File: src/rtl/irqc_pkg.sv
package irqc_pkg;
  typedef enum logic [1:0] {
    MODE_PASS = 2'd0,
    MODE_HOLD = 2'd1,
    MODE_EDGE = 2'd2,
    MODE_RSVD = 2'd3
  } irq_mode_e;

  localparam int DEV_W = 32;

  localparam int A_USTAT = 0;
  localparam int A_UEN   = 1;
  localparam int A_UMODE = 2;
  localparam int A_UINV  = 3;
  localparam int A_DSTAT = 4;
  localparam int A_DEN   = 5;
  localparam int A_DPEND = 6;
  localparam int A_DID   = 7;
  localparam int A_GCTL  = 8;

  localparam logic [31:0] ID_NONE = 32'hFFFF_FFFF;
endpackage

File: src/rtl/irq_bit_cond.sv
module irq_bit_cond
  import irqc_pkg::*;
(
  input  logic      clk,
  input  logic      rst_n,
  input  logic      raw_i,
  input  logic      inv_i,
  input  irq_mode_e mode_i,
  input  logic      clr_i,
  output logic      stat_o
);
  logic lvl;
  logic prev_q;
  logic lat_q;
  logic set_ev;
  logic latching;

  assign lvl      = raw_i ^ inv_i;
  assign latching = (mode_i == MODE_HOLD) || (mode_i == MODE_EDGE);

  always_comb begin
    unique case (mode_i)
      MODE_HOLD: set_ev = lvl;
      MODE_EDGE: set_ev = lvl & ~prev_q;
      default:   set_ev = 1'b0;
    endcase
  end

  always_ff @(posedge clk or negedge rst_n) begin
    if (!rst_n) begin
      prev_q <= 1'b1;
      lat_q  <= 1'b0;
    end else begin
      prev_q <= lvl;
      if (!latching) lat_q <= 1'b0;
      else           lat_q <= set_ev | (lat_q & ~clr_i);
    end
  end

  assign stat_o = latching ? lat_q : lvl;

  a_r3_hold_until_clear: assert property (@(posedge clk) disable iff (!rst_n)
    (latching && lat_q && !clr_i) |=> lat_q);

  a_r4_edge_sets: assert property (@(posedge clk) disable iff (!rst_n)
    (mode_i == MODE_EDGE && !prev_q && lvl) |=> lat_q);

  a_r5_set_beats_clear: assert property (@(posedge clk) disable iff (!rst_n)
    (mode_i == MODE_HOLD && lvl && clr_i) |=> lat_q);
endmodule

File: src/rtl/irq_prio_enc.sv
module irq_prio_enc #(
  parameter int W = 32,
  localparam int IW = $clog2(W)
) (
  input  logic [W-1:0]  pend_i,
  output logic [IW-1:0] id_o,
  output logic          any_o
);
  always_comb begin
    id_o = '0;
    for (int i = W - 1; i >= 0; i--) begin
      if (pend_i[i]) id_o = IW'(i);
    end
  end

  assign any_o = |pend_i;
endmodule

File: src/rtl/irq_cfg_regs.sv
module irq_cfg_regs
  import irqc_pkg::*;
#(
  parameter int NUM_USR = 8,
  parameter int ADDR_W  = 4
) (
  input  logic                 clk,
  input  logic                 rst_n,
  input  logic                 wr_i,
  input  logic [ADDR_W-1:0]    addr_i,
  input  logic [31:0]          wdata_i,
  output logic [NUM_USR-1:0]   uen_o,
  output logic [NUM_USR-1:0]   uinv_o,
  output logic [2*NUM_USR-1:0] umode_o,
  output logic [DEV_W-1:0]     den_o,
  output logic                 gie_o,
  output logic [NUM_USR-1:0]   uclr_o
);
  logic hit_uen, hit_uinv, hit_umode, hit_den, hit_gctl, hit_ustat;

  assign hit_ustat = wr_i && (addr_i == ADDR_W'(A_USTAT));
  assign hit_uen   = wr_i && (addr_i == ADDR_W'(A_UEN));
  assign hit_umode = wr_i && (addr_i == ADDR_W'(A_UMODE));
  assign hit_uinv  = wr_i && (addr_i == ADDR_W'(A_UINV));
  assign hit_den   = wr_i && (addr_i == ADDR_W'(A_DEN));
  assign hit_gctl  = wr_i && (addr_i == ADDR_W'(A_GCTL));

  assign uclr_o = hit_ustat ? wdata_i[NUM_USR-1:0] : '0;

  always_ff @(posedge clk or negedge rst_n) begin
    if (!rst_n) begin
      uen_o   <= '0;
      uinv_o  <= '0;
      umode_o <= '0;
      den_o   <= '0;
      gie_o   <= 1'b0;
    end else begin
      if (hit_uen)   uen_o   <= wdata_i[NUM_USR-1:0];
      if (hit_uinv)  uinv_o  <= wdata_i[NUM_USR-1:0];
      if (hit_umode) umode_o <= wdata_i[2*NUM_USR-1:0];
      if (hit_den)   den_o   <= wdata_i[DEV_W-1:0];
      if (hit_gctl)  gie_o   <= wdata_i[0];
    end
  end
endmodule

File: src/rtl/irq_ctrl_top.sv
module irq_ctrl_top
  import irqc_pkg::*;
#(
  parameter int NUM_USR = 8,
  parameter int NUM_INT = 4,
  parameter int ADDR_W  = 4
) (
  input  logic               clk,
  input  logic               rst_n,
  input  logic [NUM_USR-1:0] usr_irq_i,
  input  logic [NUM_INT-1:0] int_irq_i,
  input  logic               reg_wr_i,
  input  logic [ADDR_W-1:0]  reg_addr_i,
  input  logic [31:0]        reg_wdata_i,
  output logic [31:0]        reg_rdata_o,
  output logic               cpu_irq_o
);
  localparam int IW      = $clog2(DEV_W);
  localparam int USR_LSB = NUM_INT;

  logic [NUM_USR-1:0]   uen, uinv, uclr, ustat;
  logic [2*NUM_USR-1:0] umode;
  logic [DEV_W-1:0]     den, dstat, pend;
  logic                 gie;
  logic [IW-1:0]        id;
  logic                 any;
  logic                 irq_q;

  irq_cfg_regs #(.NUM_USR(NUM_USR), .ADDR_W(ADDR_W)) cfg_i (
    .clk(clk), .rst_n(rst_n), .wr_i(reg_wr_i), .addr_i(reg_addr_i),
    .wdata_i(reg_wdata_i), .uen_o(uen), .uinv_o(uinv), .umode_o(umode),
    .den_o(den), .gie_o(gie), .uclr_o(uclr)
  );

  for (genvar k = 0; k < NUM_USR; k++) begin : g_cond
    irq_bit_cond cond_i (
      .clk(clk), .rst_n(rst_n), .raw_i(usr_irq_i[k]), .inv_i(uinv[k]),
      .mode_i(irq_mode_e'(umode[2*k +: 2])), .clr_i(uclr[k]),
      .stat_o(ustat[k])
    );
  end

  always_comb begin
    dstat = '0;
    dstat[NUM_INT-1:0] = int_irq_i;
    dstat[USR_LSB +: NUM_USR] = ustat & uen;
  end

  assign pend = dstat & den;

  irq_prio_enc #(.W(DEV_W)) enc_i (.pend_i(pend), .id_o(id), .any_o(any));

  always_ff @(posedge clk or negedge rst_n) begin
    if (!rst_n) irq_q <= 1'b0;
    else        irq_q <= gie & any;
  end
  assign cpu_irq_o = irq_q;

  always_comb begin
    reg_rdata_o = '0;
    case (reg_addr_i)
      ADDR_W'(A_USTAT): reg_rdata_o[NUM_USR-1:0]   = ustat;
      ADDR_W'(A_UEN):   reg_rdata_o[NUM_USR-1:0]   = uen;
      ADDR_W'(A_UMODE): reg_rdata_o[2*NUM_USR-1:0] = umode;
      ADDR_W'(A_UINV):  reg_rdata_o[NUM_USR-1:0]   = uinv;
      ADDR_W'(A_DSTAT): reg_rdata_o = dstat;
      ADDR_W'(A_DEN):   reg_rdata_o = den;
      ADDR_W'(A_DPEND): reg_rdata_o = pend;
      ADDR_W'(A_DID):   reg_rdata_o = any ? 32'(id) : ID_NONE;
      ADDR_W'(A_GCTL):  reg_rdata_o[0] = gie;
      default:          reg_rdata_o = '0;
    endcase
  end

  a_r9_irq_needs_gie: assert property (@(posedge clk) disable iff (!rst_n)
    cpu_irq_o |-> $past(gie));

  a_r9_irq_follows: assert property (@(posedge clk) disable iff (!rst_n)
    (gie && |pend) |=> cpu_irq_o);

  a_r10_id_pending: assert property (@(posedge clk) disable iff (!rst_n)
    any |-> pend[id]);

  a_r10_id_lowest: assert property (@(posedge clk) disable iff (!rst_n)
    any |-> ((pend & ((32'd1 << id) - 32'd1)) == '0));

  a_r7_upper_zero: assert property (@(posedge clk) disable iff (!rst_n)
    (dstat >> (NUM_INT + NUM_USR)) == '0);
endmodule

File: config.mk
export PLATFORM = sky130hd
export DESIGN_NAME = irq_ctrl_top
export DESIGN_NICKNAME = d
export VERILOG_FILES = /design/src/rtl/irqc_pkg.sv /design/src/rtl/irq_bit_cond.sv /design/src/rtl/irq_prio_enc.sv /design/src/rtl/irq_cfg_regs.sv /design/src/rtl/irq_ctrl_top.sv
export SDC_FILE = /design/constraint.sdc
export NUM_CORES = 1
export LEC_CHECK = 0
export BUFFER_PORTS_ARGS = -buffer_cell sky130_fd_sc_hd__buf_2
export CAP_MARGIN = 20
export CORE_UTILIZATION = 28
export CTS_BUF_LIST = sky130_fd_sc_hd__clkbuf_8
export DETAILED_ROUTE_END_ITERATION = 7
export SLEW_MARGIN = 20
export SYNTH_ARGS = -nofsm -noshare
export SYNTH_HDL_FRONTEND = slang
export SYNTH_SLANG_ARGS = --single-unit
export TNS_END_PERCENT = 5
File: constraint.sdc
create_clock -name clk -period 5.88 [get_ports clk]
set_input_delay 0.588 -clock clk [delete_from_list [all_inputs] [get_ports clk]]
set_output_delay 0.588 -clock clk [all_outputs]
set_load 0.05 [all_outputs]
==> out/metrics.csv <==
stage,metric,value,unit
cts,clk_pin_slew,0.09,ns
setup_path,crit_type,reg -> out,
sta,setup_violations,0,
sta,finalSetupTns,0,ns
sta,rsz0062_at_grt,no,
cts,clkSinkCount,82,
flow_run,maxCapViolCount,0,
floorplanning,rows,46,
setup_path,r2r-start,cfg_i.umode_o[12],
cts,cts.hold.buffers_added,0,
synthesis,synth-seq-area-share,0.446,
floorplanning,die_w,131,um
floorplanning,initial_core_util,0.289,
drt,antenna_left,0,
synthesis,synth_common_cells,"dfrtp_1 (74), mux2_2 (63), nand2_1 (63)",
sta,slew_viol_final,0,
sta,max_freq,241,MHz
synthesis,synth_cell_type_count,50,
global_route,antenna_found_initial,0,
setup_path,cp.arrival,3.56,ns
global_route,grtUsageTotal,0.157,
drt,drt_pass1_iterations,4,
setup_path,cp.required,5.29,ns
synthesis,synth-main-ff-cell,dfrtp_1,
drt,drc_errors,0,
drt,wl_per_cell,17.6,um
synthesis,synth_area_per_cell,10.5,sq um
layout,drive_gt1_frac,0.366,
layout,n_antenna_cell,0,
layout,design_area,0.00542,sq mm
synthesis,synth.top_cell.area_share,0.400,
placement,dpl_cell_area,0.00523,sq mm
cts,clock_tree.buffer_depth,2,
pwr,power.leakage,2.60,nW
synthesis,synth_nets,506,
setup_path,r2r_cells,7,
synthesis,yosys_warnings,0,
outcome,status,"finished, final reports clean",
pwr,peakVddDrop,0.000110,V
floorplanning,core,0.0160,sq mm
sta,timing.final.crit_share,0.706,
placement,gp_congestion,0.921,
drt,num_vias,3670,
cts,cts_setup_buffers,0,
cts,cts_root_buf,clkbuf_8,
setup_path,cp-start-kind,flop,
layout,nNetsFinal,582,
sta,period_minus_slack,4.15,ns
placement,hpwl,9.02,mm
global_route,grt_pass1_vias,3690,
setup_path,path_max_fanout,29,
sta,finalHoldViolCount,0,
cts,clk_latency,0.37,ns
synthesis,postSynthCellCount,439,
worst_hold_path,hold_class,in -> async,
global_route,overflow,0,
drt,wl,12.9,mm
placement,portBuffers,83,
floorplanning,die_h,131,um
sta,worst_slew_pin_slew,0.831,ns
layout,final_util,0.339,
layout,layout-area-overhead-vs-synth,17.3,%
synthesis,async_flop_share,1.00,
synthesis,syn_area,0.00462,sq mm
cts,cts_resized,0,
sta,relSlewSlack,0.444,
sta,finalClockSkew,0.0104,ns
cts,cts_tree,built,
cts,htree_levels,3,
synthesis,synth_edf_count,0,
global_route,grt_max_degree,83,
synthesis,yosysTopAreaCell,dfrtp_1,
setup_path,timing.rr.end,cpu_irq_o,
global_route,grt_pass1_wl,19.9,mm
setup_path,reg2reg_slack,3.57,ns
drt,drt_iter0_drc,258,
synthesis,ys_ff_latch,82,
drt,vias_per_cell,4.99,
synthesis,yosysMostFrequentCell,dfrtp_1,
pwr,pwr_density_cell,345,mW/mm^2
cts,cts_buffers,9,
synthesis,yosys-top-cells-area,"dfrtp_1 (40%), mux2_2 (15%), nand2_1 (5.1%)",
setup_path,worstSetupEndpointType,primary output,
floorplanning,die_area,0.0170,sq mm
floorplanning,ioPinCount,84,
## state kept, by name (all words and copies together), names as in the netlist
signal                cells
cfg_i.den_o              32
cfg_i.gie_o               1
cfg_i.uen_o               8
cfg_i.uinv_o              8
cfg_i.umode_o            16
cpu_irq_o                 1
g_cond.cond_i.lat_q       8
g_cond.cond_i.prev_q      8
## power breakdown
| part | internal [W] | leakage [nW] | switching, W |
|---|---|---|---|
| Clock | 0.000201 | 0.105 | 0.000205 |
| Combinational | 0.000260 | 1.50 | 0.000376 |
| Sequential | 0.000716 | 1.00 | 0.000112 |
## per-layer routing
layer,GRT usage,share of wire
met5,0,0
met4,0.0534,0.012
met1,0.213,0.47
met3,0.0383,0.068
met2,0.243,0.45
## worst max-delay path by stage
| stage | start | to | slack [ns] | depth (start not counted) |
|---|---|---|---|---|
| 2_1_floorplan | cfg_i.umode_o[4] | reg_rdata_o[0] | 2.88 | 7 |
| 3_3_place_gp | usr_irq_i[4] | reg_rdata_o[8] | 2.23 | 7 |
| 3_5_place_dp | usr_irq_i[4] | reg_rdata_o[0] | 2.05 | 7 |
| 4_1_cts | cfg_i.umode_o[12] | reg_rdata_o[0] | 1.72 | 8 |
| 5_1_grt | cfg_i.umode_o[10] | reg_rdata_o[5] | 1.52 | 8 |
| 6_report | cfg_i.umode_o[12] | reg_rdata_o[0] | 1.73 | 8 |
## layout by cell type (no fill, tap or decap), types with 6 or more instances in the layout
cell,n
buf_2,82
dfrtp_1,74
a21oi_1,27
dfstp_2,8
nor2b_1,11
o21ai_0,12
nand2_2,11
a22oi_1,12
clkbuf_8,10
nand2_1,63
nand3_1,12
nor2_1,10
ha_1,16
mux2_2,63
inv_1,27
o211ai_1,6
xnor2_1,7
## worst max-delay path: stages (launching register included)
cell	delay, ns
dfrtp_1	0.40
inv_1	0.06
ha_1	0.34
nor2_1	0.18
a211o_1	0.17
nor4b_1	0.54
nand3_2	0.81
o2111ai_1	0.38
buf_2	0.32
## through the flow
step	std cells	hold WS [ns]	power, W	setup slack, ns
3_5_place_dp	720	0.491	0.00147	2.05
4_1_cts	735	0.430	0.00188	1.72
6_report	735	0.261	0.00187	1.73
5_1_grt	735	0.325	0.00199	1.52
3_3_place_gp	720	0.477	0.00145	2.23
2_1_floorplan	439	0.292	0.00129	2.88
## final cells by class
class                      instances  area (sq um)
clock buffer                      10           138
tap                              216           270
clock inverter                     5          47.5
multi-input combinational        312          2370
sequential                        82          2060
inverter                          25          93.8
fill                            1653         10600
timing repair buffer              85           437
## logic make-up after synthesis
| logic type | synth area share |
|---|---|
| AND/OR/NAND/NOR | 0.139 |
| AO/OA/AOI/OAI | 0.130 |
| flip-flops | 0.446 |
| multiplexers | 0.185 |
| buffers and inverters | 0.0419 |
| adder cells (fa/ha/maj) | 0.0433 |
| XOR/XNOR | 0.0152 |
Power figures use the tool's default switching activity.
